## src/rtl/psram_refresh_seq.sv

```systemverilog
module psram_refresh_seq #(
  parameter int PAUSE_CYC    = 5000,
  parameter int DUMMY_CNT    = 8,
  parameter int INTERVAL_CYC = 700,
  parameter int ROW_W        = 9,
  parameter int DEBT_W       = 2,
  parameter int PIN_MODE     = 0,
  parameter int LEAD_CYC     = 3,
  parameter int LOW_CYC      = 4,
  parameter int TAIL_CYC     = 3
) (
  input  logic             clk,
  input  logic             rst_n,
  input  logic             host_req,
  output logic             host_ok,
  output logic             ref_req,
  input  logic             ref_gnt,
  output logic             ref_dummy,
  output logic [ROW_W-1:0] ref_row,
  output logic             rfsh_n,
  output logic             mem_hold,
  output logic             init_done
);
  localparam int PW = $clog2(PAUSE_CYC + 1);
  localparam int DW = $clog2(DUMMY_CNT + 1);
  localparam int TW = $clog2(INTERVAL_CYC + 1);
  localparam int SMAX = (LEAD_CYC > LOW_CYC) ? ((LEAD_CYC > TAIL_CYC) ? LEAD_CYC : TAIL_CYC)
                                             : ((LOW_CYC > TAIL_CYC) ? LOW_CYC : TAIL_CYC);
  localparam int SW = $clog2(SMAX + 1);
  localparam logic [DEBT_W-1:0] DEBT_MAX = '1;

  typedef enum logic [1:0] {ST_PAUSE, ST_DUMMY, ST_RUN} st_t;

  st_t st;
  logic [PW-1:0] pcnt;
  logic [DW-1:0] dcnt;
  logic [TW-1:0] tmr;
  logic [DEBT_W-1:0] pend;
  logic run, tick, take;

  assign run       = (st == ST_RUN);
  assign take      = ref_req & ref_gnt;
  assign tick      = run && (tmr == TW'(INTERVAL_CYC - 1));
  assign init_done = run;
  assign ref_dummy = (st == ST_DUMMY);
  assign ref_req   = ref_dummy | (run & (pend != '0) & ~mem_hold);
  assign host_ok   = host_req & run & ~mem_hold;

  always_ff @(posedge clk) begin
    if (!rst_n) begin
      st   <= ST_PAUSE;
      pcnt <= '0;
      dcnt <= '0;
    end else begin
      case (st)
        ST_PAUSE:
          if (pcnt == PW'(PAUSE_CYC - 1)) st <= ST_DUMMY;
          else pcnt <= pcnt + PW'(1);
        ST_DUMMY:
          if (take) begin
            if (dcnt == DW'(DUMMY_CNT - 1)) st <= ST_RUN;
            else dcnt <= dcnt + DW'(1);
          end
        default: ;
      endcase
    end
  end

  always_ff @(posedge clk) begin
    if (!rst_n || !run) tmr <= '0;
    else if (tick) tmr <= '0;
    else tmr <= tmr + TW'(1);
  end

  always_ff @(posedge clk) begin
    if (!rst_n || !run) pend <= '0;
    else if (tick && !take && pend != DEBT_MAX) pend <= pend + DEBT_W'(1);
    else if (take && !tick) pend <= pend - DEBT_W'(1);
  end

  generate
    if (PIN_MODE != 0) begin : g_strobe
      typedef enum logic [1:0] {PH_IDLE, PH_LEAD, PH_LOW, PH_TAIL} ph_t;
      ph_t ph;
      logic [SW-1:0] sc;

      always_ff @(posedge clk) begin
        if (!rst_n) begin
          ph <= PH_IDLE;
          sc <= '0;
        end else begin
          case (ph)
            PH_IDLE: if (take && run) begin ph <= PH_LEAD; sc <= '0; end
            PH_LEAD:
              if (sc == SW'(LEAD_CYC - 1)) begin ph <= PH_LOW; sc <= '0; end
              else sc <= sc + SW'(1);
            PH_LOW:
              if (sc == SW'(LOW_CYC - 1)) begin ph <= PH_TAIL; sc <= '0; end
              else sc <= sc + SW'(1);
            default:
              if (sc == SW'(TAIL_CYC - 1)) begin ph <= PH_IDLE; sc <= '0; end
              else sc <= sc + SW'(1);
          endcase
        end
      end

      assign rfsh_n   = (ph != PH_LOW);
      assign mem_hold = (ph != PH_IDLE);
      assign ref_row  = '0;
    end else begin : g_addr
      logic [ROW_W-1:0] row;

      always_ff @(posedge clk) begin
        if (!rst_n) row <= '0;
        else if (take && run) row <= row + ROW_W'(1);
      end

      assign ref_row  = row;
      assign rfsh_n   = 1'b1;
      assign mem_hold = 1'b0;
    end
  endgenerate
endmodule

```

## config.mk

```make
export PLATFORM = sky130hd
export DESIGN_NAME = psram_refresh_seq
export DESIGN_NICKNAME = d
export VERILOG_FILES = /design/src/rtl/psram_refresh_seq.sv
export SDC_FILE = /design/constraint.sdc
export NUM_CORES = 1
export LEC_CHECK = 0
export BUFFER_PORTS_ARGS = -buffer_cell sky130_fd_sc_hd__buf_2
export CORE_MARGIN = 4
export CORE_UTILIZATION = 55
export CTS_CLUSTER_SIZE = 12
export DETAILED_ROUTE_END_ITERATION = 6
export PLACE_DENSITY = 0.76
export SETUP_SLACK_MARGIN = 0.4
export SLEW_MARGIN = 0
export SYNTH_ARGS = -nofsm -noshare
export SYNTH_HDL_FRONTEND = slang
export SYNTH_SLANG_ARGS = --single-unit
```

## constraint.sdc

```tcl
create_clock -name clk -period 3.95 [get_ports clk]
set_input_delay 1.185 -clock clk [delete_from_list [all_inputs] [get_ports clk]]
set_output_delay 1.185 -clock clk [all_outputs]
set_load 0.01 [all_outputs]
```

# Word-level counts from Yosys, hierarchy flattened
# Cells that the tools add are included.
# classes
add_sub_neg	6
n_mul	0
div_mod_pow	0
order_cmp	0
n_eq_ne	9
n_shift	0
muxes	6
bitwise	6
n_reduce_logical	18
# ops
operator	count
$add 13x1->13 const B	1
$eq 13x13->1 const B	1
$add 10x1->10 const B	1
$eq 10x10->1 const B	1
$mux 2	5
$add 9x1->9 const B	1
$reduce_bool 2->1	3
$logic_and 1x1->1	5
$add 4x1->4 const B	1
$eq 4x3->1 const B	1
$logic_not 1->1	4
$ne 2x1->1 const B	2
$ne 2x2->1 const B	2
$pmux 2 s2	1
$reduce_and 4->1	1
$and 1x1->1	3
$reduce_and 3->1	1
$add 2x1->2 const B	1
$eq 2x1->1 const B	1
$eq 2x2->1 const B	1
$logic_not 2->1	1
$not 1->1	2
$reduce_and 2->1	1
$reduce_or 2->1	1
3 further kinds	3
# word_totals
ff_bits	40
latch_bits	0
ramBits	0
rom_bits	0
output_inout_bits	15
elab_cells	51
memories	0

# Longest topological paths before layout
# logic_depth
depth_word	8
mapped_depth	7
depth_no_buf	6

# Worst setup path after synthesis
# No wires, ideal clock.
# synth_path
path_type	input to output
start	input port host_req
end	output port host_ok
t_arrival_ns	1.331
slack_ns	1.434
cell_stages	1
cell_sequence	and2_1
# synth_between
elab_chain_len	1
# synth_lines
element	line	rtl
from (decl)	14	input logic host_req,
$and 1x1->1	47	assign host_ok = host_req & run & ~mem_hold;
to (decl)	15	output logic host_ok,
# Every way passes these cells.

# Worst setup path after layout
# Ends and elaborated chain as after synthesis.

==> summary.txt <==
Run status
  – Result of the run: complete, no violations

STA
  – Final-report max-slew violation count: 0
  – Setup Total Neg Slack: 0 ns
  – RSZ-0062 raised after global routing: false
  – Final-report setup violation count: 0
  – Clock period minus final worst setup slack: about 2.7 ns
  – Maximum achievable frequency: 368.8 MHz
  – Number of hold violations in the final report: 0
  – Tcrit/Tclk final: between 60% and 70%
  – Clk_skew: about 0.0047 ns

Critical path
  – Required time reported for the critical path endpoint: roughly 2.8 ns
  – Kind of start point of the critical path: input pin
  – Standard cell with the maximum stage delay on the critical path: sky130_fd_sc_hd__buf_2
  – Slack of the worst reg-to-reg path: 2.29 ns
  – Class of the most critical setup path: in2out
  – Largest driver fanout on the critical path: 1
  – Max stage delay on crit path: 0.13 ns
  – CP endpoint kind: output pin
  – CP arrival: 1.53 ns
  – Cell with the most instances on the worst path: sky130_fd_sc_hd__buf_2
  – Critical path cell sequence: buf_2 -> and2_1 -> buf_2

Yosys
  – Syn nets: 213
  – Most numerous cell types in the synthesized netlist: 40 x sky130_fd_sc_hd__dfxtp_1, 17 x sky130_fd_sc_hd__and2_1, 17 x sky130_fd_sc_hd__nor2_1
  – Number of flops mapped to enable cells by yosys: 0
  – Synthesized netlist cell count: 205
  – Leading post-synthesis cells by cell area: sky130_fd_sc_hd__dfxtp_1 42%, sky130_fd_sc_hd__xnor2_1 6.4%, sky130_fd_sc_hd__xor2_1 6.0%, sky130_fd_sc_hd__and2_1 5.6%, sky130_fd_sc_hd__nor2_1 3.4%
  – Most common cell in the netlist: sky130_fd_sc_hd__dfxtp_1
  – Top cell type by total area after synthesis: sky130_fd_sc_hd__dfxtp_1
  – Share of synthesized area occupied by flip-flops and latches: roughly 42%
  – Number of warnings printed during yosys synthesis: 0
  – Top-area cell type share of the netlist area: 42.08%
  – Synth Cell Area: 1903 µm²
  – Register bit total from synthesis: 40
  – Top_reg_cell synth: sky130_fd_sc_hd__dfxtp_1
  – Share of flip-flops with an asynchronous set or reset after synthesis: 0%
  – Post-Syn Area per Cell: between 9 and 10 µm²
  – Count of cell types in the netlist: 39

Cells and area
  – Net count reported at finish: 230
  – Fraction of layout cells with a size suffix above 1: 15.70%
  – Post-synthesis to final-layout area growth: 8.678%
  – Diodes inserted: 0

Routing
  – Via count normalized by instance count: 5.182
  – Wirelength per Cell: between 10 and 15 µm
  – DR top layer: met4
  – TritonRoute pass-1 iters: 4
  – Wire length on met2: between 1000 and 1500 µm
  – Vias: approximately 1400
  – Post-route DRC: 0
  – Wire length reported by the detailed router: 3111 µm
  – Violation count after the first detailed-route iteration: 66
  – Wl on met1: between 1500 and 2000 µm
  – Wire length on met3: 125 µm
  – DRT antenna net count: 0

Clock tree
  – Number of instances resized during post-cts repair: 0
  – TritonCTS Sinks: 40
  – TritonCTS clock tree: yes
  – Clock buffer count from CTS: 5
  – Buffer depth of the longest clock path: 2
  – Register clock-pin slew on the reported worst setup and hold paths: 0.11 ns
  – Clock tree root buffer cell: sky130_fd_sc_hd__clkbuf_4
  – Setup fix buffers added after clock tree synthesis: 0
  – H-tree level count: 2
  – Later-pin clock latency in the skew report: 0.34 ns
  – Number of buffers added to fix hold violations after cts: 0

Worst hold path
  – Type of the tightest min-delay check: reg2reg

Floorplanning
  – Die ar.: between 4000 and 5000 µm²
  – Cell Rows: 21
  – Height of the die: 66.82 µm
  – Die Wd: 66.82 µm
  – Number of top-level pins: 19
  – Initial core utilization: around 57%
  – CORE AREA: between 3000 and 4000 µm²

Place
  – Routability-driven placement congestion ratio: 0.8397
  – Sum of net half-perimeters after detailed placement: approximately 2200 µm
  – Number of buffers inserted by port buffering: 16

GRT
  – Initial antenna violation count: 0
  – Grt total ovfl: 0
  – Number of global-route vias before repair: 1294
  – Overall routing resource usage: 16.79%
  – Largest net degree at the start of global routing: 25
  – Global-route wire length before repair: 5616 µm

Power
  – Reported leakage power: 0.8184 nW
  – Largest voltage drop on the vdd net: 0.1855 mV
  – Total design power: between 0.0006 and 0.0007 W
  – Cell Pwr Density: approximately 310 nW/µm²

Job
  – Maximum Capacitance Violations: 0
[worst paths after layout]
| check | from | endpoint | cells after the start |
|---|---|---|---|
| min reg2reg | tmr[0] | tmr[0] | 1 |
| max reg2reg | dcnt[0] | dcnt[3] | 6 |
| max | host_req | host_ok | 3 |
| min | tmr[0] | tmr[0] | 1 |
[state kept, by name (all words and copies together) (netlist names)]
| name | count |
|---|---|
| dcnt | 4 |
| pcnt | 13 |
| pend | 2 |
| ref_row | 9 |
| st | 2 |
| tmr | 10 |
[power breakdown]
part           internal [W]  switching, W   total, W
Sequential         0.000406    0.00000272   0.000409
Combinational    0.00000510    0.00000829  0.0000134
Clock             0.0000872      0.000130   0.000217
Total              0.000498      0.000141   0.000639
[per-stage QoR]
step                      utilization, %  std cells  setup WS, ns  cell area [µm²]  hold slack (ns)
after detailed placement           60.11        261         1.235             2006           0.4366
final                              61.98        269         1.239             2068           0.4594
after global routing               61.98        269         1.203             2068           0.4932
after floorplan                        -        205         1.434             1903           0.4176
after CTS                          61.98        269         1.235             2068           0.4585
after global placement             60.11        261         1.241             2006           0.4312
[cell families after synthesis]
logic type,count (synthesis),synth area share (%)
and+or+nand+nor,100,32.41
DFF,40,42.08
xor gates and xnor gates,27,12.43
AOI/OAI and AO/OA,18,5.655
buffers and inverters,11,2.826
adders and majority gates,4,2.630
muxes,3,1.578
other,2,0.3946
[layout make-up]
cell class | instances | area (µm²)
timing repair buffer | 16 | 80.08
sequential | 40 | 800.8
tap | 46 | 57.56
clock buffer | 7 | 55.05
fill | 313 | 1269
multi-input combinational | 154 | 1049
inverter | 5 | 18.77
clock inverter | 1 | 7.507
[cell usage in the layout, fill, tap and decap left out, types with 9 or more instances in the layout]
cell type,synthesis,routed
sky130_fd_sc_hd__nor2_1,17,17
sky130_fd_sc_hd__nand3_1,9,9
sky130_fd_sc_hd__dfxtp_1,40,40
sky130_fd_sc_hd__nand4_1,9,9
sky130_fd_sc_hd__xnor2_1,14,14
sky130_fd_sc_hd__xor2_1,13,13
sky130_fd_sc_hd__and2_1,17,17
sky130_fd_sc_hd__nand2_1,14,14
sky130_fd_sc_hd__buf_2,1,16
[critical path, delay by kind of cell]
| kind | cells | cell delay [ns] |
|---|---|---|
| AND/OR/NAND/NOR | 1 | 0.12 |
| buffers and inverters | 2 | 0.22 |
[layer usage]
metal	vias to the layer above	global-route usage, %
li1	728	-
met1	644	21.52
met2	17	24.63
met4	0	7.614
met5	-	0
met3	5	6.577
No activity file was read; power rests on OpenSTA's default activity.
